<file path="src/rtl/mdio_pkg.sv">
package mdio_pkg;

    localparam int unsigned CSR_AW   = 6;
    localparam int unsigned CSR_DW   = 32;
    localparam int unsigned DATA_W   = 16;
    localparam int unsigned PA_W     = 5;
    localparam int unsigned PRE_W    = 32;
    localparam int unsigned HDR_W    = 2 + 2 + PA_W + PA_W;
    localparam int unsigned FRAME_W  = PRE_W + HDR_W + 2 + DATA_W;
    localparam int unsigned IDX_W    = $clog2(FRAME_W + 1);
    localparam int unsigned TA_POS   = PRE_W + HDR_W;
    localparam int unsigned DATA_POS = TA_POS + 2;

    localparam logic [CSR_AW-1:0] OFF_CMD   = 6'h00;
    localparam logic [CSR_AW-1:0] OFF_WDATA = 6'h08;
    localparam logic [CSR_AW-1:0] OFF_RDATA = 6'h10;
    localparam logic [CSR_AW-1:0] OFF_CTRL  = 6'h18;
    localparam logic [CSR_AW-1:0] OFF_EN    = 6'h20;

    localparam int unsigned CMD_REG_LSB = 0;
    localparam int unsigned CMD_PHY_LSB = 8;
    localparam int unsigned CMD_OP_LSB  = 16;
    localparam int unsigned PEND_BIT    = 31;
    localparam int unsigned VALID_BIT   = 30;
    localparam int unsigned MODE_BIT    = 8;
    localparam int unsigned PRE_BIT     = 9;

    typedef enum logic [1:0] {
        FK_ADDR  = 2'd0,
        FK_WRITE = 2'd1,
        FK_READ  = 2'd2
    } frame_kind_e;

    typedef struct packed {
        frame_kind_e       kind;
        logic              c45;
        logic              preamble;
        logic [PA_W-1:0]   phy;
        logic [PA_W-1:0]   regf;
        logic [DATA_W-1:0] payload;
    } frame_req_t;

    function automatic logic op_supported(input logic c45, input logic [1:0] op);
        if (c45) return (op != 2'd2);
        return (op == 2'd0) || (op == 2'd1);
    endfunction

    function automatic frame_kind_e op_kind(input logic c45, input logic [1:0] op);
        if (c45) begin
            case (op)
                2'd0:    return FK_ADDR;
                2'd1:    return FK_WRITE;
                default: return FK_READ;
            endcase
        end
        return (op == 2'd1) ? FK_READ : FK_WRITE;
    endfunction

    function automatic logic [FRAME_W-1:0] build_frame(input frame_req_t r);
        logic [1:0] st;
        logic [1:0] wop;
        logic [1:0] ta;
        logic [DATA_W-1:0] dat;
        st = r.c45 ? 2'b00 : 2'b01;
        case (r.kind)
            FK_ADDR:  wop = 2'b00;
            FK_WRITE: wop = 2'b01;
            default:  wop = r.c45 ? 2'b11 : 2'b10;
        endcase
        ta  = (r.kind == FK_READ) ? 2'b11 : 2'b10;
        dat = (r.kind == FK_READ) ? {DATA_W{1'b1}} : r.payload;
        return {{PRE_W{1'b1}}, st, wop, r.phy, r.regf, ta, dat};
    endfunction

endpackage

</file>
<file path="src/rtl/mdio_clkdiv.sv">
module mdio_clkdiv #(
    parameter int unsigned DIV_W = 8
) (
    input  logic             clk,
    input  logic             rst,
    input  logic             run,
    input  logic [DIV_W-1:0] div,
    output logic             tick
);
    logic [DIV_W-1:0] cnt_q;

    assign tick = run && (cnt_q >= div);

    always_ff @(posedge clk) begin
        if (rst || !run) begin
            cnt_q <= '0;
        end else if (cnt_q >= div) begin
            cnt_q <= '0;
        end else begin
            cnt_q <= cnt_q + 1'b1;
        end
    end
endmodule

</file>
<file path="src/rtl/mdio_shifter.sv">
module mdio_shifter
    import mdio_pkg::*;
(
    input  logic              clk,
    input  logic              rst,
    input  logic              en,
    input  logic              start,
    input  frame_req_t        req,
    input  logic              tick,
    input  logic              mdio_i,
    output logic              busy,
    output logic              is_read,
    output logic              mdc,
    output logic              mdio_o,
    output logic              mdio_oe,
    output logic              rd_valid,
    output logic [DATA_W-1:0] rd_data
);
    logic               busy_q;
    logic               rd_q;
    logic               mdc_q;
    logic               ack_q;
    logic [FRAME_W-1:0] sh_q;
    logic [IDX_W-1:0]   idx_q;
    logic [DATA_W-1:0]  rx_q;
    logic               valid_q;
    logic [DATA_W-1:0]  data_q;
    logic [FRAME_W-1:0] frame_w;

    assign frame_w = build_frame(req);

    always_ff @(posedge clk) begin
        if (rst) begin
            busy_q  <= 1'b0;
            rd_q    <= 1'b0;
            mdc_q   <= 1'b0;
            ack_q   <= 1'b0;
            sh_q    <= '0;
            idx_q   <= '0;
            rx_q    <= '0;
            valid_q <= 1'b0;
            data_q  <= '0;
        end else if (!en) begin
            busy_q <= 1'b0;
            mdc_q  <= 1'b0;
        end else if (start && !busy_q) begin
            busy_q  <= 1'b1;
            rd_q    <= (req.kind == FK_READ);
            mdc_q   <= 1'b0;
            ack_q   <= 1'b0;
            valid_q <= 1'b0;
            if (req.preamble) begin
                sh_q  <= frame_w;
                idx_q <= '0;
            end else begin
                sh_q  <= frame_w << PRE_W;
                idx_q <= IDX_W'(PRE_W);
            end
        end else if (busy_q && tick) begin
            if (!mdc_q) begin
                mdc_q <= 1'b1;
                if (rd_q && (idx_q == IDX_W'(TA_POS + 1))) begin
                    ack_q <= !mdio_i;
                end
                if (rd_q && (idx_q >= IDX_W'(DATA_POS))) begin
                    rx_q <= {rx_q[DATA_W-2:0], mdio_i};
                end
            end else begin
                mdc_q <= 1'b0;
                sh_q  <= sh_q << 1;
                if (idx_q == IDX_W'(FRAME_W - 1)) begin
                    busy_q <= 1'b0;
                    if (rd_q) begin
                        valid_q <= ack_q;
                        data_q  <= rx_q;
                    end
                end else begin
                    idx_q <= idx_q + 1'b1;
                end
            end
        end
    end

    assign busy     = busy_q;
    assign is_read  = rd_q;
    assign mdc      = mdc_q;
    assign mdio_o   = busy_q && sh_q[FRAME_W-1];
    assign mdio_oe  = busy_q && !(rd_q && (idx_q >= IDX_W'(TA_POS)));
    assign rd_valid = valid_q;
    assign rd_data  = data_q;

    // the driven line moves only together with a falling MDC
    a_r8_change_on_fall: assert property (@(posedge clk) disable iff (rst)
        (busy_q && $past(busy_q) && !$stable(mdio_o)) |-> $fell(mdc_q));

    // disabled block leaves MDC low and MDIO released
    a_r2_idle_when_off: assert property (@(posedge clk) disable iff (rst)
        !en |=> (!mdc && !mdio_oe));

    // a frame that runs to its end retires on a falling MDC
    a_r9_ends_on_fall: assert property (@(posedge clk) disable iff (rst)
        ($fell(busy_q) && $past(en)) |-> $fell(mdc_q));

    // valid may only rise after the PHY acknowledged in turnaround
    a_r10_valid_needs_ack: assert property (@(posedge clk) disable iff (rst)
        $rose(valid_q) |-> ($past(ack_q) && $past(rd_q)));
endmodule

</file>
<file path="src/rtl/mdio_regs.sv">
module mdio_regs
    import mdio_pkg::*;
#(
    parameter int unsigned     DIV_W     = 8,
    parameter logic [DIV_W-1:0] DIV_RESET = 9
) (
    input  logic              clk,
    input  logic              rst,
    input  logic              csr_we,
    input  logic [CSR_AW-1:0] csr_addr,
    input  logic [CSR_DW-1:0] csr_wdata,
    output logic [CSR_DW-1:0] csr_rdata,
    input  logic              busy,
    input  logic              is_read,
    input  logic              rd_valid,
    input  logic [DATA_W-1:0] rd_data,
    output logic              start,
    output frame_req_t        req,
    output logic              en,
    output logic [DIV_W-1:0]  div
);
    logic [DATA_W-1:0] wpay_q;
    logic [DIV_W-1:0]  div_q;
    logic              c45_q;
    logic              pre_q;
    logic              en_q;
    logic [1:0]        op_w;
    logic              cmd_wr;
    logic              wr_pend;
    logic              rd_pend;

    assign op_w   = csr_wdata[CMD_OP_LSB +: 2];
    assign cmd_wr = csr_we && (csr_addr == OFF_CMD);

    always_ff @(posedge clk) begin
        if (rst) begin
            wpay_q <= '0;
            div_q  <= DIV_RESET;
            c45_q  <= 1'b0;
            pre_q  <= 1'b1;
            en_q   <= 1'b0;
        end else if (csr_we) begin
            case (csr_addr)
                OFF_WDATA: wpay_q <= csr_wdata[DATA_W-1:0];
                OFF_CTRL: begin
                    div_q <= csr_wdata[DIV_W-1:0];
                    c45_q <= csr_wdata[MODE_BIT];
                    pre_q <= csr_wdata[PRE_BIT];
                end
                OFF_EN:  en_q <= csr_wdata[0];
                default: ;
            endcase
        end
    end

    always_comb begin
        req.kind     = op_kind(c45_q, op_w);
        req.c45      = c45_q;
        req.preamble = pre_q;
        req.phy      = csr_wdata[CMD_PHY_LSB +: PA_W];
        req.regf     = csr_wdata[CMD_REG_LSB +: PA_W];
        req.payload  = wpay_q;
    end

    assign start   = cmd_wr && en_q && !busy && op_supported(c45_q, op_w);
    assign wr_pend = busy && !is_read;
    assign rd_pend = busy && is_read;
    assign en      = en_q;
    assign div     = div_q;

    always_comb begin
        csr_rdata = '0;
        case (csr_addr)
            OFF_WDATA: begin
                csr_rdata[DATA_W-1:0] = wpay_q;
                csr_rdata[PEND_BIT]   = wr_pend;
            end
            OFF_RDATA: begin
                csr_rdata[DATA_W-1:0] = rd_data;
                csr_rdata[VALID_BIT]  = rd_valid;
                csr_rdata[PEND_BIT]   = rd_pend;
            end
            OFF_CTRL: begin
                csr_rdata[DIV_W-1:0] = div_q;
                csr_rdata[MODE_BIT]  = c45_q;
                csr_rdata[PRE_BIT]   = pre_q;
            end
            OFF_EN:  csr_rdata[0] = en_q;
            default: csr_rdata = '0;
        endcase
    end
endmodule

</file>
<file path="src/rtl/mdio_master.sv">
module mdio_master
    import mdio_pkg::*;
#(
    parameter int unsigned      DIV_W     = 8,
    parameter logic [DIV_W-1:0] DIV_RESET = 9
) (
    input  logic              clk,
    input  logic              rst,
    input  logic              csr_we,
    input  logic [CSR_AW-1:0] csr_addr,
    input  logic [CSR_DW-1:0] csr_wdata,
    output logic [CSR_DW-1:0] csr_rdata,
    output logic              mdc,
    output logic              mdio_o,
    output logic              mdio_oe,
    input  logic              mdio_i
);
    logic              start;
    frame_req_t        req;
    logic              en;
    logic [DIV_W-1:0]  div;
    logic              tick;
    logic              busy;
    logic              is_read;
    logic              rd_valid;
    logic [DATA_W-1:0] rd_data;

    mdio_regs #(.DIV_W(DIV_W), .DIV_RESET(DIV_RESET)) u_regs (
        .clk(clk), .rst(rst),
        .csr_we(csr_we), .csr_addr(csr_addr), .csr_wdata(csr_wdata), .csr_rdata(csr_rdata),
        .busy(busy), .is_read(is_read), .rd_valid(rd_valid), .rd_data(rd_data),
        .start(start), .req(req), .en(en), .div(div)
    );

    mdio_clkdiv #(.DIV_W(DIV_W)) u_div (
        .clk(clk), .rst(rst), .run(busy), .div(div), .tick(tick)
    );

    mdio_shifter u_shift (
        .clk(clk), .rst(rst), .en(en), .start(start), .req(req), .tick(tick),
        .mdio_i(mdio_i), .busy(busy), .is_read(is_read), .mdc(mdc),
        .mdio_o(mdio_o), .mdio_oe(mdio_oe), .rd_valid(rd_valid), .rd_data(rd_data)
    );
endmodule

</file>
<file path="config.mk">
export PLATFORM = sky130hd
export DESIGN_NAME = mdio_master
export DESIGN_NICKNAME = d
export VERILOG_FILES = /design/src/rtl/mdio_pkg.sv /design/src/rtl/mdio_clkdiv.sv /design/src/rtl/mdio_shifter.sv /design/src/rtl/mdio_regs.sv /design/src/rtl/mdio_master.sv
export SDC_FILE = /design/constraint.sdc
export NUM_CORES = 1
export LEC_CHECK = 0
export ABC_CLOCK_PERIOD_IN_PS = 2900
export BUFFER_PORTS_ARGS = -buffer_cell sky130_fd_sc_hd__buf_2
export CORE_AREA = 5 5 110 138
export DETAILED_ROUTE_END_ITERATION = 8
export DIE_AREA = 0 0 115 143
export GPL_TIMING_DRIVEN = 0
export PLACE_DENSITY = 0.75
export RECOVER_POWER = 50
export SYNTH_ARGS = -nofsm -noshare
export SYNTH_HDL_FRONTEND = slang
export SYNTH_HIERARCHICAL = 1
export SYNTH_SLANG_ARGS = --single-unit
</file>
<file path="constraint.sdc">
create_clock -name clk -period 2.9 [get_ports clk]
set_clock_uncertainty 0.1 [all_clocks]
set_input_delay 0.435 -clock clk [delete_from_list [all_inputs] [get_ports clk]]
set_output_delay 0.435 -clock clk [all_outputs]
set_load 0.02 [all_outputs]
</file>
==> flow_metrics.tcl <==
set metrics [dict create \
    status "finished clean" \
    period_needed_ns 2.696 \
    port_buffers 48 \
    clk_latency_ns 0.42 \
    fin_tns_setup_ns 0 \
    cp_top_family "simple AND/OR/NAND/NOR gates" \
    maxCapViolCount 0 \
    grtUsageTotal_pct 23.52 \
    met3_usage_pct 3.434 \
    dieWidth_um 115 \
    cts_tree "yes" \
    synth.area.mux_share_pct 9.472 \
    max-vdd-ir-drop_v 0.0003405 \
    drive_gt1_share_pct 17.49 \
    rrSetupSlack_ns 0.21 \
    ys_async_sr_fraction_pct 0 \
    hpwl_mm 14.17 \
    yosysWarnings 6 \
    place_area_mm2 0.007641 \
    synth_compound_area_share_pct 18.15 \
    arrival_ns 2.88 \
    rr_startpoint "u_regs/div[5]$_SDFFE_PP0P_" \
    initial_utilization_pct 52.09 \
    synthAdderAreaFrac_pct 1.929 \
    clockBufferDepth 2 \
    area_growth_pct 16.87 \
    r2r_end "u_shift/rd_data[11]$_SDFFE_PP0P_" \
    max_slew.worst_pin.slew_ns 0.7920 \
    cp.required_ns 3.09 \
    final_common_cell "dfxtp_1" \
    clockRootBuffer "clkbuf_16" \
    drc 0 \
    report.final.slew_viol_count 0 \
    final_nets 966 \
    use_met2_pct 42.20 \
    slowest_delay_ns 0.39 \
    dieArea_mm2 0.01645 \
    slew_headroom_pct 47.20 \
    worst_path_most_repeated_cell "buf_2" \
    min_path_cells 3 \
    rsz0062_at_grt "false" \
    synth-xor-area-share_pct 0.8595 \
    cts_inserted_buffers 17 \
    drt_wl_total_mm 19.00 \
    min_path_type "in -> reg" \
    finalSetupViolations 0 \
    boundaryPins 77 \
    total_leakage_power_nw 2.846 \
    end_kind "flop" \
    vias 6258 \
    grt_start_max_net_pins 17 \
    synth-simple-area-share_pct 21.72 \
    grt_overflow 0 \
    ys.flop_type "dfxtp_1" \
    most-common-layout-cells "dfxtp_1 (142), nor2_1 (83), nand2b_1 (68), nand2_1 (64), a21oi_1 (59)" \
    critPathMaxFanout 10 \
    syn_area_per_cell_um2 8.594 \
    finalCritPeriodShare_pct 92.97 \
    ys_ff_latch 143 \
    place.gp.congestion 0.9122 \
    holdBufCountCts 0 \
    grt_pass1_wl_mm 30.59 \
    final_area_mm2 0.008337 \
    p_per_area_mw_per_mm2 530.0 \
    h-tree-depth 4 \
    vias_per_cell 5.684 \
    synth.distinct_cells 59 \
    drtPass1Iterations 5 \
    synth.cell_area_mm2 0.007133 \
    crit_buf_inv 4 \
    min_to "u_regs/wpay_q[15]$_SDFFE_PP0P_" \
    cp_slowest_cell "nor4_4" \
    routed_wire_length_per_instance_um 17.26 \
    core_mm2 0.01369 \
    clock-sinks 143 \
    initialDrtViolationCount 296 \
    grt_use_met1_pct 27.39 \
    n_antenna_cell 0 \
    setup.worst_path.start_class "primary input" \
    grt_busiest_layer "met2" \
    instances_no_fill 1101 \
    dp.cells 1066 \
    antenna_found_initial 0 \
    grt_pass1_vias 6103 \
    worstHoldStart "csr_wdata[15]" \
    whs_ns 0.1744 \
    synth_seq_area_share_pct 40.13 \
    clkTransAtPathRegs_ns 0.06 \
    antenna_left 0 \
    fmax_mhz 370.9 \
    crit_chain "buf_2 > nor4_4 > nand2_1 > a2111oi_4 > nand2b_1 > buf_2 > or3_1 > clkbuf_1 > buf_2 > o221ai_1 > a21oi_1" \
    die-height_um 143 \
    finalHoldViolCount 0 \
    critPathKind "in -> reg" \
    syn_inst 830 \
    reg2regPathDepth 11 \
    synth-edff-count 0 \
    row_count 48 \
    synth_top_family_by_area "simple AND/OR/NAND/NOR gates" \
]
[repair_timing]
action | in CTS | in global routing
gates resized for setup | 13 | 19
setup buffers | 3 | 2
endpoints found under the setup margin | 95 | 80
pin swaps | 2 | 1
[per-stage QoR]
step,worst slack [ns],power [W],utilization [%]
global placement,-0.6954,0.002202,55.80
global route,0.007252,0.004553,60.88
finish,0.2039,0.004419,60.88
floorplan,0.09563,0.002134,-
CTS,0.02214,0.004447,60.70
detailed placement,-0.7773,0.002203,55.80
[synthesized netlist by cell type (all sizes together), types with 3 or more instances]
master	count	area, um^2
nor3	6	30.03
mux2i	54	540.5
nor2	83	314.1
mux2	12	135.1
or3	13	86.33
dfxtp	143	2863
a22oi	16	120.1
nand2b	68	425.4
and4	3	26.28
xnor2	5	43.79
a311oi	13	113.9
nor4	6	73.82
buf	48	314.0
o211ai	30	225.2
nand2	65	246.5
nand4	6	37.54
inv	14	52.55
a211oi	20	155.1
clkbuf	47	176.4
and3	3	18.77
ha	11	137.6
nand3	24	125.1
o21ai	18	90.09
nor2b	15	93.84
o221ai	16	140.1
a21oi	59	295.3
[cells by family after synthesis]
family          after synthesis
simple gates                301
compound gates              191
fa+ha+maj                    11
buf+inv                     110
xor+xnor                      7
flops                       143
mux                          66
other cells                   1
[worst min-delay path: cells and delay by family]
family / cells / cell delay, ns
buffers and inverters: 1 / 0.10
AND/OR/NAND/NOR: 1 / 0.06
multiplexers: 1 / 0.06
[registers in the layout (all words and copies together) (netlist names)]
| register | count |
|---|---|
| u_div/cnt_q | 8 |
| u_regs/c45_q | 1 |
| u_regs/div | 8 |
| u_regs/en | 1 |
| u_regs/pre_q | 1 |
| u_regs/wpay_q | 16 |
| u_shift/ack_q | 1 |
| u_shift/busy | 1 |
| u_shift/idx_q | 7 |
| u_shift/is_read | 1 |
| u_shift/mdc | 1 |
| u_shift/rd_data | 16 |
| u_shift/rd_valid | 1 |
| u_shift/rx_q | 16 |
| u_shift/sh_q | 64 |
[routing by layer]
metal  share of wire (%)  vias up
met5                   0        -
met1                  41     2978
met4                 3.1        0
met3                 4.0       43
met2                  52      167
li1                    -     3070
[worst max-delay path by stage]
stage / cells after the start / from / slack (ns) / endpoint
floorplan: 10 / csr_addr[1] / 0.1 / u_shift/sh_q[39]$_SDFFE_PP0P_
global placement: 11 / csr_addr[1] / -0.70 / u_shift/sh_q[12]$_SDFFE_PP0P_
detailed placement: 11 / csr_addr[1] / -0.78 / u_shift/sh_q[28]$_SDFFE_PP0P_
CTS: 10 / csr_addr[1] / 0.02 / u_shift/sh_q[5]$_SDFFE_PP0P_
global route: 12 / u_regs/div[7]$_SDFFE_PP0P_ / 0.007 / u_shift/sh_q[12]$_SDFFE_PP0P_
finish: 11 / csr_addr[1] / 0.20 / u_shift/sh_q[47]$_SDFFE_PP0P_
[where the power goes]
| group | internal [W] | total (W) | switching [W] |
|---|---|---|---|
| Combinational | 0.0000731 | 0.000197 | 0.000124 |
| Clock | 0.00136 | 0.00225 | 0.000897 |
| Sequential | 0.00197 | 0.00197 | 0.00000190 |
| Total | 0.00340 | 0.00442 | 0.00102 |
[final cells by class]
class,instances,area (um^2)
multi-input combinational,590,3802
timing repair buffer,53,287.8
inverter,15,57.56
tap,175,219.0
clock inverter,12,147.6
buffer,93,491.7
sequential,143,2864
clock buffer,20,466.7
fill,1233,5356
(Power assumes the default switching activity.)
